--- config.mk ---
export PLATFORM = sky130hd
export DESIGN_NAME = acc_xor_unit
export DESIGN_NICKNAME = d
export VERILOG_FILES = /design/src/rtl/xor_eu_pkg.sv /design/src/rtl/xor_eu_fsm.sv /design/src/rtl/xor_eu_opregs.sv /design/src/rtl/xor_eu_slice.sv /design/src/rtl/acc_xor_unit.sv
export SDC_FILE = /design/constraint.sdc
export NUM_CORES = 1
export LEC_CHECK = 0
export ABC_AREA = 1
export BUFFER_PORTS_ARGS = -buffer_cell sky130_fd_sc_hd__clkbuf_2
export CORE_UTILIZATION = 40
export DETAILED_ROUTE_END_ITERATION = 8
export PLACE_DENSITY = 0.65
export SYNTH_ARGS = -nofsm -noshare
export SYNTH_HDL_FRONTEND = slang
export SYNTH_SLANG_ARGS = --single-unit
--- constraint.sdc ---
create_clock -name clk -period 10.75 [get_ports clk]
set_input_delay 1.075 -clock clk [delete_from_list [all_inputs] [get_ports clk]]
set_output_delay 1.075 -clock clk [all_outputs]
set_load 0.005 [all_outputs]
--- src/rtl/xor_eu_pkg.sv ---
package xor_eu_pkg;
    localparam int unsigned CCR_W   = 8;
    localparam int unsigned CCR_C   = 0;
    localparam int unsigned CCR_V   = 1;
    localparam int unsigned CCR_Z   = 2;
    localparam int unsigned CCR_N   = 3;
    localparam int unsigned CCR_L   = 6;
    localparam logic [2:0] LD_ACC_A = 3'd4;
    localparam logic [2:0] LD_ACC_B = 3'd5;
    localparam logic [2:0] LD_CCR   = 3'd6;

    typedef enum logic [1:0] {
        ST_IDLE   = 2'd0,
        ST_EXEC   = 2'd1,
        ST_COMMIT = 2'd2
    } eu_state_t;
endpackage

--- src/rtl/xor_eu_fsm.sv ---
module xor_eu_fsm
    import xor_eu_pkg::*;
(
    input  logic clk,
    input  logic rst,
    input  logic issue,
    output logic accept,
    output logic busy,
    output logic commit
);
    eu_state_t st_q, st_nx;

    always_ff @(posedge clk) begin
        if (rst) st_q <= ST_IDLE;
        else     st_q <= st_nx;
    end

    always_comb begin
        st_nx = st_q;
        unique case (st_q)
            ST_IDLE:   if (issue) st_nx = ST_EXEC;
            ST_EXEC:   st_nx = ST_COMMIT;
            ST_COMMIT: st_nx = ST_IDLE;
            default:   st_nx = ST_IDLE;
        endcase
    end

    always_comb begin
        accept = 1'b0;
        busy   = 1'b0;
        commit = 1'b0;
        unique case (st_q)
            ST_IDLE:   accept = issue;
            ST_EXEC:   busy   = 1'b1;
            ST_COMMIT: begin busy = 1'b1; commit = 1'b1; end
            default:   busy   = 1'b0;
        endcase
    end
endmodule

--- src/rtl/xor_eu_opregs.sv ---
module xor_eu_opregs #(
    parameter int unsigned DATA_W = 24,
    parameter int unsigned NREG   = 4,
    localparam int unsigned IW    = $clog2(NREG)
) (
    input  logic              clk,
    input  logic              rst,
    input  logic              wr_en,
    input  logic [IW-1:0]     wr_idx,
    input  logic [DATA_W-1:0] wr_data,
    input  logic [IW-1:0]     rd_idx,
    output logic [DATA_W-1:0] rd_data
);
    logic [DATA_W-1:0] reg_q [NREG];

    for (genvar g = 0; g < NREG; g++) begin : g_reg
        always_ff @(posedge clk) begin
            if (rst)
                reg_q[g] <= '0;
            else if (wr_en && (wr_idx == IW'(g)))
                reg_q[g] <= wr_data;
        end
    end

    assign rd_data = reg_q[rd_idx];
endmodule

--- src/rtl/xor_eu_slice.sv ---
module xor_eu_slice #(
    parameter int unsigned DATA_W  = 24,
    parameter int unsigned GUARD_W = 8,
    localparam int unsigned AW     = 2 * DATA_W + GUARD_W,
    localparam int unsigned LO     = DATA_W,
    localparam int unsigned HI     = 2 * DATA_W - 1
) (
    input  logic [AW-1:0]     acc_in,
    input  logic [DATA_W-1:0] opnd,
    output logic [AW-1:0]     acc_out,
    output logic              neg,
    output logic              zero
);
    logic [DATA_W-1:0] mid;

    always_comb begin
        mid     = acc_in[HI:LO] ^ opnd;
        acc_out = {acc_in[AW-1:HI+1], mid, acc_in[LO-1:0]};
        neg     = mid[DATA_W-1];
        zero    = (mid == '0);
    end
endmodule

--- src/rtl/acc_xor_unit.sv ---
module acc_xor_unit
    import xor_eu_pkg::*;
#(
    parameter int unsigned DATA_W  = 24,
    parameter int unsigned GUARD_W = 8,
    localparam int unsigned AW     = 2 * DATA_W + GUARD_W,
    localparam int unsigned NREG   = 4,
    localparam int unsigned NACC   = 2
) (
    input  logic             clk,
    input  logic             rst,
    input  logic             ld_en,
    input  logic [2:0]       ld_sel,
    input  logic [AW-1:0]    ld_data,
    input  logic             issue,
    input  logic [1:0]       src_sel,
    input  logic             dst_sel,
    input  logic             limit_event,
    input  logic             l_clear,
    output logic             busy,
    output logic             done,
    output logic [AW-1:0]    acc_a,
    output logic [AW-1:0]    acc_b,
    output logic [CCR_W-1:0] ccr
);
    logic              accept, commit, ld_ok;
    logic [1:0]        src_q;
    logic              dst_q, lim_q;
    logic [DATA_W-1:0] opnd;
    logic [AW-1:0]     acc_q [NACC];
    logic [AW-1:0]     res;
    logic              res_neg, res_zero;
    logic [CCR_W-1:0]  ccr_q;

    assign ld_ok = ld_en && !busy;

    xor_eu_fsm u_fsm (
        .clk    (clk),
        .rst    (rst),
        .issue  (issue),
        .accept (accept),
        .busy   (busy),
        .commit (commit)
    );

    xor_eu_opregs #(.DATA_W(DATA_W), .NREG(NREG)) u_regs (
        .clk     (clk),
        .rst     (rst),
        .wr_en   (ld_ok && !ld_sel[2]),
        .wr_idx  (ld_sel[1:0]),
        .wr_data (ld_data[DATA_W-1:0]),
        .rd_idx  (src_q),
        .rd_data (opnd)
    );

    xor_eu_slice #(.DATA_W(DATA_W), .GUARD_W(GUARD_W)) u_slice (
        .acc_in  (acc_q[dst_q]),
        .opnd    (opnd),
        .acc_out (res),
        .neg     (res_neg),
        .zero    (res_zero)
    );

    always_ff @(posedge clk) begin
        if (rst) begin
            src_q <= '0;
            dst_q <= 1'b0;
            lim_q <= 1'b0;
        end else if (accept) begin
            src_q <= src_sel;
            dst_q <= dst_sel;
            lim_q <= limit_event;
        end
    end

    always_ff @(posedge clk) begin
        if (rst) begin
            for (int i = 0; i < NACC; i++) acc_q[i] <= '0;
        end else if (commit) begin
            acc_q[dst_q] <= res;
        end else if (ld_ok && ld_sel == LD_ACC_A) begin
            acc_q[0] <= ld_data;
        end else if (ld_ok && ld_sel == LD_ACC_B) begin
            acc_q[1] <= ld_data;
        end
    end

    always_ff @(posedge clk) begin
        if (rst) begin
            ccr_q <= '0;
        end else begin
            if (ld_ok && ld_sel == LD_CCR)
                ccr_q <= ld_data[CCR_W-1:0];
            else if (l_clear)
                ccr_q[CCR_L] <= 1'b0;
            if (commit) begin
                ccr_q[CCR_N] <= res_neg;
                ccr_q[CCR_Z] <= res_zero;
                ccr_q[CCR_V] <= 1'b0;
                ccr_q[CCR_L] <= (ccr_q[CCR_L] & ~l_clear) | lim_q;
            end
        end
    end

    assign done  = commit;
    assign acc_a = acc_q[0];
    assign acc_b = acc_q[1];
    assign ccr   = ccr_q;
endmodule

==> results.json, run 1 <==
{
  "holdBufCountCts": 0,
  "ys_types": 23,
  "syn_avg_cell_area_um2": 9.86,
  "fin_setup_tns_ns": 0,
  "slowest_stage": "nand3_4",
  "antenna_cells": 0,
  "fmax_mhz": 321,
  "clock-sinks": 225,
  "reg2regPathDepth": 6,
  "drv_slew": 0,
  "netlist_area_um2": 10300,
  "final_common_cell": "nand2_1",
  "numCtsBuffers": 23,
  "r2r_slack_ns": 7.63,
  "worstPathMaxFanout": 57,
  "end_kind": "flop",
  "detail_route.iter0.violations": 634,
  "start_util_pct": 40.7,
  "wl_um": 26400,
  "crit_chain": "inv_1 -> ha_1 -> inv_2 -> nor2_1 -> nand2_2 -> nand3_4",
  "port_buffers": 189,
  "die_h_um": 162,
  "cts_buffer_depth": 3,
  "path_clk_slew_ns": 0.06,
  "dr_total_vias": 7826,
  "hold_path.class": "reg2reg",
  "final_nets": 1287,
  "antenna_left": 0,
  "grt_use_total_pct": 19.7,
  "grt_pass1_vias": 7350,
  "post_cts_buffers": 0,
  "r2r-end": "acc_q[1][44]",
  "viasPerCell": 5.01,
  "dpl.hpwl_um": 17200,
  "relSlewSlack_pct": 21.4,
  "leakage_nw": 5.29,
  "syn-num-nets": 1112,
  "cap_violations": 0,
  "netlist_instances": 1040,
  "place_congestion": 0.766,
  "pre_cts_slack_ns": 7.08,
  "drc_errors": 0,
  "finalWorstSetupSlack_ns": 7.63,
  "startpoint_type": "flop",
  "min_from": "src_q[0]",
  "fp-row-count": 58,
  "antenna_found_initial": 0,
  "post_cts_resized": 0,
  "required_ns": 10.72,
  "ys_seq_area_share_pct": 64.2,
  "gr-total-overflow": 0,
  "cts_max_level": 1,
  "power.density_nw_per_um2": 181,
  "worstPathArrival_ns": 3.09,
  "clk-insertion-delay-late_ns": 0.51,
  "finalCriticalPeriod_ns": 3.12,
  "drtPass1Iterations": 5,
  "final_cell_mix": "nand2_1, edfxtp_1, clkbuf_2",
  "grt_pass1_wl_um": 40600,
  "cts_root_buffer": "clkbuf_16",
  "die_w_um": 162,
  "rsz0062_at_grt": "false",
  "yosys_warnings": 0,
  "hold-path-cell-count": 2,
  "critical_path_class": "reg2reg",
  "fin_crit_sh_pct": 29.0,
  "dpl-instance-area_um2": 11500,
  "fillers": 2348,
  "grt_max_degree": 58,
  "final-setup-viol-count": 0,
  "syn2layout_area_growth_pct": 19.6,
  "io_pins": 190,
  "synth-seq-cells": 225,
  "outcome": "completed",
  "fp.coreArea_um2": 25200,
  "r2r-start": "u_fsm.st_q[0]",
  "fin_area_um2": 12300,
  "skew_ns": 0.0162,
  "seq_area_um2": 6590,
  "hold_viol": 0,
  "worst_slew_pin_slew_ns": 1.17,
  "multiInputGateArea_um2": 3180,
  "ir_drop_uv": 109,
  "cpPeakStageDelay_ns": 0.84,
  "drive_gt1_share_pct": 19.8,
  "cts_tree": "built",
  "wire_per_inst_um": 16.9,
  "die_area_um2": 26300
}
[sequential cells by signal (all words and copies together) (netlist names), named ones only]
signal,flops
acc_q,112
ccr,8
dst_q,1
lim_q,1
src_q,2
u_fsm.st_q,2
u_regs.reg_q,96
[logic make-up (layout without fill, tap and decap cells)]
family / Yosys count / count (layout) / synth area share (%)
simple gates: 515 / 515 / 20.0
fa+ha+maj: 4 / 4 / 0.488
compound gates: 139 / 139 / 6.78
mux: 32 / 32 / 3.12
flops: 225 / 225 / 64.2
xor+xnor: 3 / 3 / 0.256
buf+inv: 122 / 314 / 5.14
[final cells by class]
class	instances	share of cell area, %
Sequential cell	225	53.7
Clock buffer	35	5.39
Timing Repair Buffer	202	8.51
Inverter	70	2.14
Multi-Input combinational cell	693	25.9
Tap cell	330	3.37
Clock inverter	7	0.959
[worst max-delay path, delay by kind of cell, from the launching register on]
| kind | cells | cell delay [ns] |
|---|---|---|
| flops | 1 | 0.34 |
| buf+inv | 2 | 0.20 |
| simple gates | 3 | 1.69 |
| fa+ha+maj | 1 | 0.32 |
[cell usage after synthesis]
cell type / number / area share, %
a21oi_1: 9 / 0.44
buf_2: 22 / 1.1
buf_4: 7 / 0.51
buf_6: 2 / 0.22
clkbuf_1: 21 / 0.77
clkinv_1: 2 / 0.073
dfxtp_1: 17 / 3.3
edfxtp_1: 208 / 61
ha_1: 4 / 0.49
inv_1: 65 / 2.4
inv_2: 3 / 0.11
mux2i_1: 32 / 3.1
nand2_1: 306 / 11
nand3_1: 79 / 3.9
nand3b_1: 1 / 0.073
nand4_1: 3 / 0.18
nor2_1: 123 / 4.5
nor3_1: 1 / 0.049
nor3b_1: 1 / 0.073
nor4_1: 1 / 0.061
o21ai_0: 122 / 6.0
o21ai_1: 8 / 0.39
xor2_1: 3 / 0.26
[worst max path at each step]
stage,start,endpoint,cells after the start
floorplan,rst,acc_q[1][0],4
global placement,rst,acc_q[1][39],4
detailed placement,rst,acc_q[1][40],4
CTS,u_fsm.st_q[0],acc_q[1][30],6
global route,u_fsm.st_q[0],acc_q[1][44],6
finish,u_fsm.st_q[0],acc_q[1][44],6
[metal layers]
layer  vias up  GRT usage [%]  routed length (um)
li1       3856              -                   -
met1      3684           29.4               12900
met2       269           30.5               11600
met3        17           3.40                1710
met4         0           3.22                 194
met5         -              0                   0
[metrics by stage]
stage | util (%) | hold slack (ns) | total power, mW | cells
floorplan | - | 0.455 | 1.29 | 1040
global placement | 45.6 | 0.475 | 1.41 | 1520
detailed placement | 45.6 | 0.485 | 1.42 | 1520
CTS | 48.7 | 0.496 | 2.24 | 1562
global route | 48.7 | 0.530 | 2.32 | 1562
finish | 48.7 | 0.492 | 2.22 | 1562
[power by group]
group / switching [mW] / leakage (nW) / internal, mW
Sequential: 0.0341 / 2.30 / 1.03
Clock: 0.326 / 0.381 / 0.497
Combinational: 0.229 / 2.61 / 0.108
Note: power is estimated with default switching activity, not from simulation.
==> run 2, diff against run 1 <==
Settings changed: ABC_AREA 1 to 0.
Clock period 10.75 ns to 2.9 ns, I/O delays scaled along.
==> run 2 against run 1 <==
  * Critical endpoint is now ccr[2]
  * Global-route usage is 1.1 points lower
  * Clock power grew to 3.5 times the previous value
  * Sequential cell count stayed put
  * Critical path type unchanged
  * Worst setup slack worse by 7.0 ns
  * Combinational power grew to 3.0 times the previous value
  * Utilization is 0.97 points higher
  * Total power grew to 3.5 times the previous value
  * Critical path depth stayed put
  * Highest routed layer unchanged
  * Sequential power grew to 3.7 times the previous value
  * Via count is 18% lower
  * Worst hold slack worse by 0.47 ns
  * Routed wire length is 8.2% lower
==> results.json, run 2 <==
{
  "outcome": "completed",
  "yosys.area_share.simple_pct": 9.63,
  "path_clk_slew_ns": 0.06,
  "start_util_pct": 41.2,
  "final-setup-viol-count": 0,
  "grt_pass1_vias": 6320,
  "final_common_cell": "edfxtp_1",
  "fin_crit_sh_pct": 76.8,
  "final_nets": 955,
  "dpl-instance-area_um2": 11500,
  "regMostFlops": "acc_q",
  "synth_area_leaders": "edfxtp_1, mux2i_1, and2_1",
  "port_buffers": 189,
  "netlist_area_um2": 10100,
  "worstPathArrival_ns": 2.64,
  "seq_area_um2": 6590,
  "drc_errors": 0,
  "synth_top_area_share_pct": 61.7,
  "fmax_mhz": 449,
  "hold_viol": 0,
  "synthAdderAreaFrac_pct": 0.494,
  "power.density_nw_per_um2": 638,
  "r2r-end": "ccr[2]",
  "antenna_found_initial": 0,
  "fillers": 2174,
  "reg2regPathDepth": 6,
  "r2r_slack_ns": 0.67,
  "fin_area_um2": 12200,
  "multiInputGateArea_um2": 3350,
  "synth-seq-cells": 225,
  "synthFlopType": "edfxtp_1",
  "leakage_nw": 4.66,
  "io_pins": 190,
  "relSlewSlack_pct": 48.1,
  "clk-insertion-delay-late_ns": 0.51,
  "grt_pass1_wl_um": 36900,
  "antenna_left": 0,
  "post_cts_buffers": 0,
  "die_h_um": 161,
  "viasPerCell": 5.24,
  "critical_path_class": "reg2reg",
  "syn2layout_area_growth_pct": 20.7,
  "fin_setup_tns_ns": 0,
  "syn-num-nets": 764,
  "power.total_mw": 7.80,
  "ir_drop_uv": 334,
  "dpl.hpwl_um": 15900,
  "grt_max_degree": 81,
  "cts_tree": "built",
  "wire_per_inst_um": 19.8,
  "dp_cells": 1180,
  "dr_total_vias": 6414,
  "holdBufCountCts": 0,
  "place_congestion": 0.758,
  "end_kind": "flop",
  "cts_root_buffer": "clkbuf_16",
  "largest_reg_flops": 112,
  "wl_um": 24200,
  "cts_max_level": 1,
  "required_ns": 3.31,
  "whs_endpoint": "lim_q",
  "synth_edf_count": 208,
  "cap_violations": 0,
  "netlist_instances": 692,
  "numCtsBuffers": 25,
  "ys_types": 37,
  "worst_slew_pin_slew_ns": 0.779,
  "drive_gt1_share_pct": 30.9,
  "synth_top_family_by_area": "multiplexers",
  "detail_route.iter0.violations": 485,
  "hold_ws_ns": 0.0177,
  "synthTopCellsByCount": "edfxtp_1, and2_1, mux2i_1, o21ai_0, a22o_1",
  "fin_cells": 1223,
  "finalCriticalPeriod_ns": 2.23,
  "rsz0062_at_grt": "false",
  "die_area_um2": 26000,
  "clock-sinks": 225,
  "min_from": "limit_event",
  "yosys_warnings": 0,
  "antenna_cells": 0,
  "fp-row-count": 57,
  "drv_slew": 0,
  "cts_buffer_depth": 3,
  "synth_compound_area_share_pct": 8.45,
  "worstPathMaxFanout": 24,
  "gr-total-overflow": 0,
  "skew_ns": 0.0133,
  "ys_seq_area_share_pct": 65.0,
  "syn_avg_cell_area_um2": 14.6,
  "async_reset_ff_share_pct": 0,
  "post_cts_resized": 0,
  "die_w_um": 161,
  "final_cell_mix": "edfxtp_1, clkbuf_2, and2_1",
  "synth_xor_area_share_pct": 2.08,
  "fp.coreArea_um2": 24600,
  "post-synth-top-count-cell": "edfxtp_1",
  "hold_path.class": "in2reg",
  "synth_mux_area_share_pct": 12.0,
  "drtPass1Iterations": 5,
  "synth_area_leader_cell": "edfxtp_1",
  "hold-path-cell-count": 3,
  "grt_use_total_pct": 18.7,
  "startpoint_type": "flop"
}
-- run 2: changes by cell type in the layout (fill, tap and decap cells not counted), moves of 24 or more --
cell / change
nand3_1: -72
nand2_1: -266
xnor2_1: +24
a22o_1: +44
mux2i_1: +33
and2_1: +96
inv_1: -59
nor2_1: -111
o21ai_0: -58
-- run 2: stage by stage --
stage	setup slack, ns	utilization (%)
after floorplan	-0.376	-
after global placement	0.725	46.7
after detailed placement	0.685	46.7
final	0.672	49.7
after global routing	0.577	49.7
after CTS	0.679	49.7
-- run 2: report_power, final --
part	leakage [nW]	internal [mW]	switching (mW)
sequential	2.30	3.79	0.116
clock	0.355	1.69	1.20
combinational	2.00	0.417	0.578
-- run 2: cell type report --
type                            instances  share of cell area (%)
Clock inverter                          7                   0.450
Inverter                                7                   0.215
Sequential cell                       225                    53.9
Timing Repair Buffer                  207                    9.15
Tap cell                              324                    3.32
Multi-Input combinational cell        417                    27.4
Clock buffer                           36                    5.54
-- run 2: critical path, cell delays in order (launching register included) --
cell     delay, ns
dfxtp_1       0.35
buf_12        0.22
mux4_1        0.61
xnor2_1       0.18
nor4_1        0.42
nand4_1       0.19
o32ai_1       0.14
-- run 2: worst max-delay path by stage --
| stage | from | endpoint | slack (ns) | cells past startpoint |
|---|---|---|---|---|
| finish | flop | ccr[2] | 0.67 | 6 |
| global route | u_fsm.st_q[1] | acc_q[1][21] | 0.58 | 6 |
| CTS | u_fsm.st_q[1] | acc_q[1][35] | 0.68 | 6 |
| detailed placement | u_fsm.st_q[1] | acc_q[1][22] | 0.69 | 6 |
| global placement | u_fsm.st_q[1] | acc_q[1][54] | 0.73 | 6 |
| floorplan | u_fsm.st_q[1] | acc_q[0][0] | -0.38 | 4 |
-- run 2: cell families (layout without fill, tap and decap cells) --
logic type,after synthesis,count (layout)
AOI/OAI and AO/OA,127,127
and+or+nand+nor,173,173
muxes,89,89
adders and majority gates,4,4
xor gates and xnor gates,24,24
DFF,225,225
buffers and inverters,50,257
-- run 2: per-layer routing --
layer / track usage [%] / part of all wire, %
met4: 5.40 / 2.1
met3: 2.70 / 5.4
met1: 27.2 / 47
met2: 29.1 / 46
met5: 0 / 0
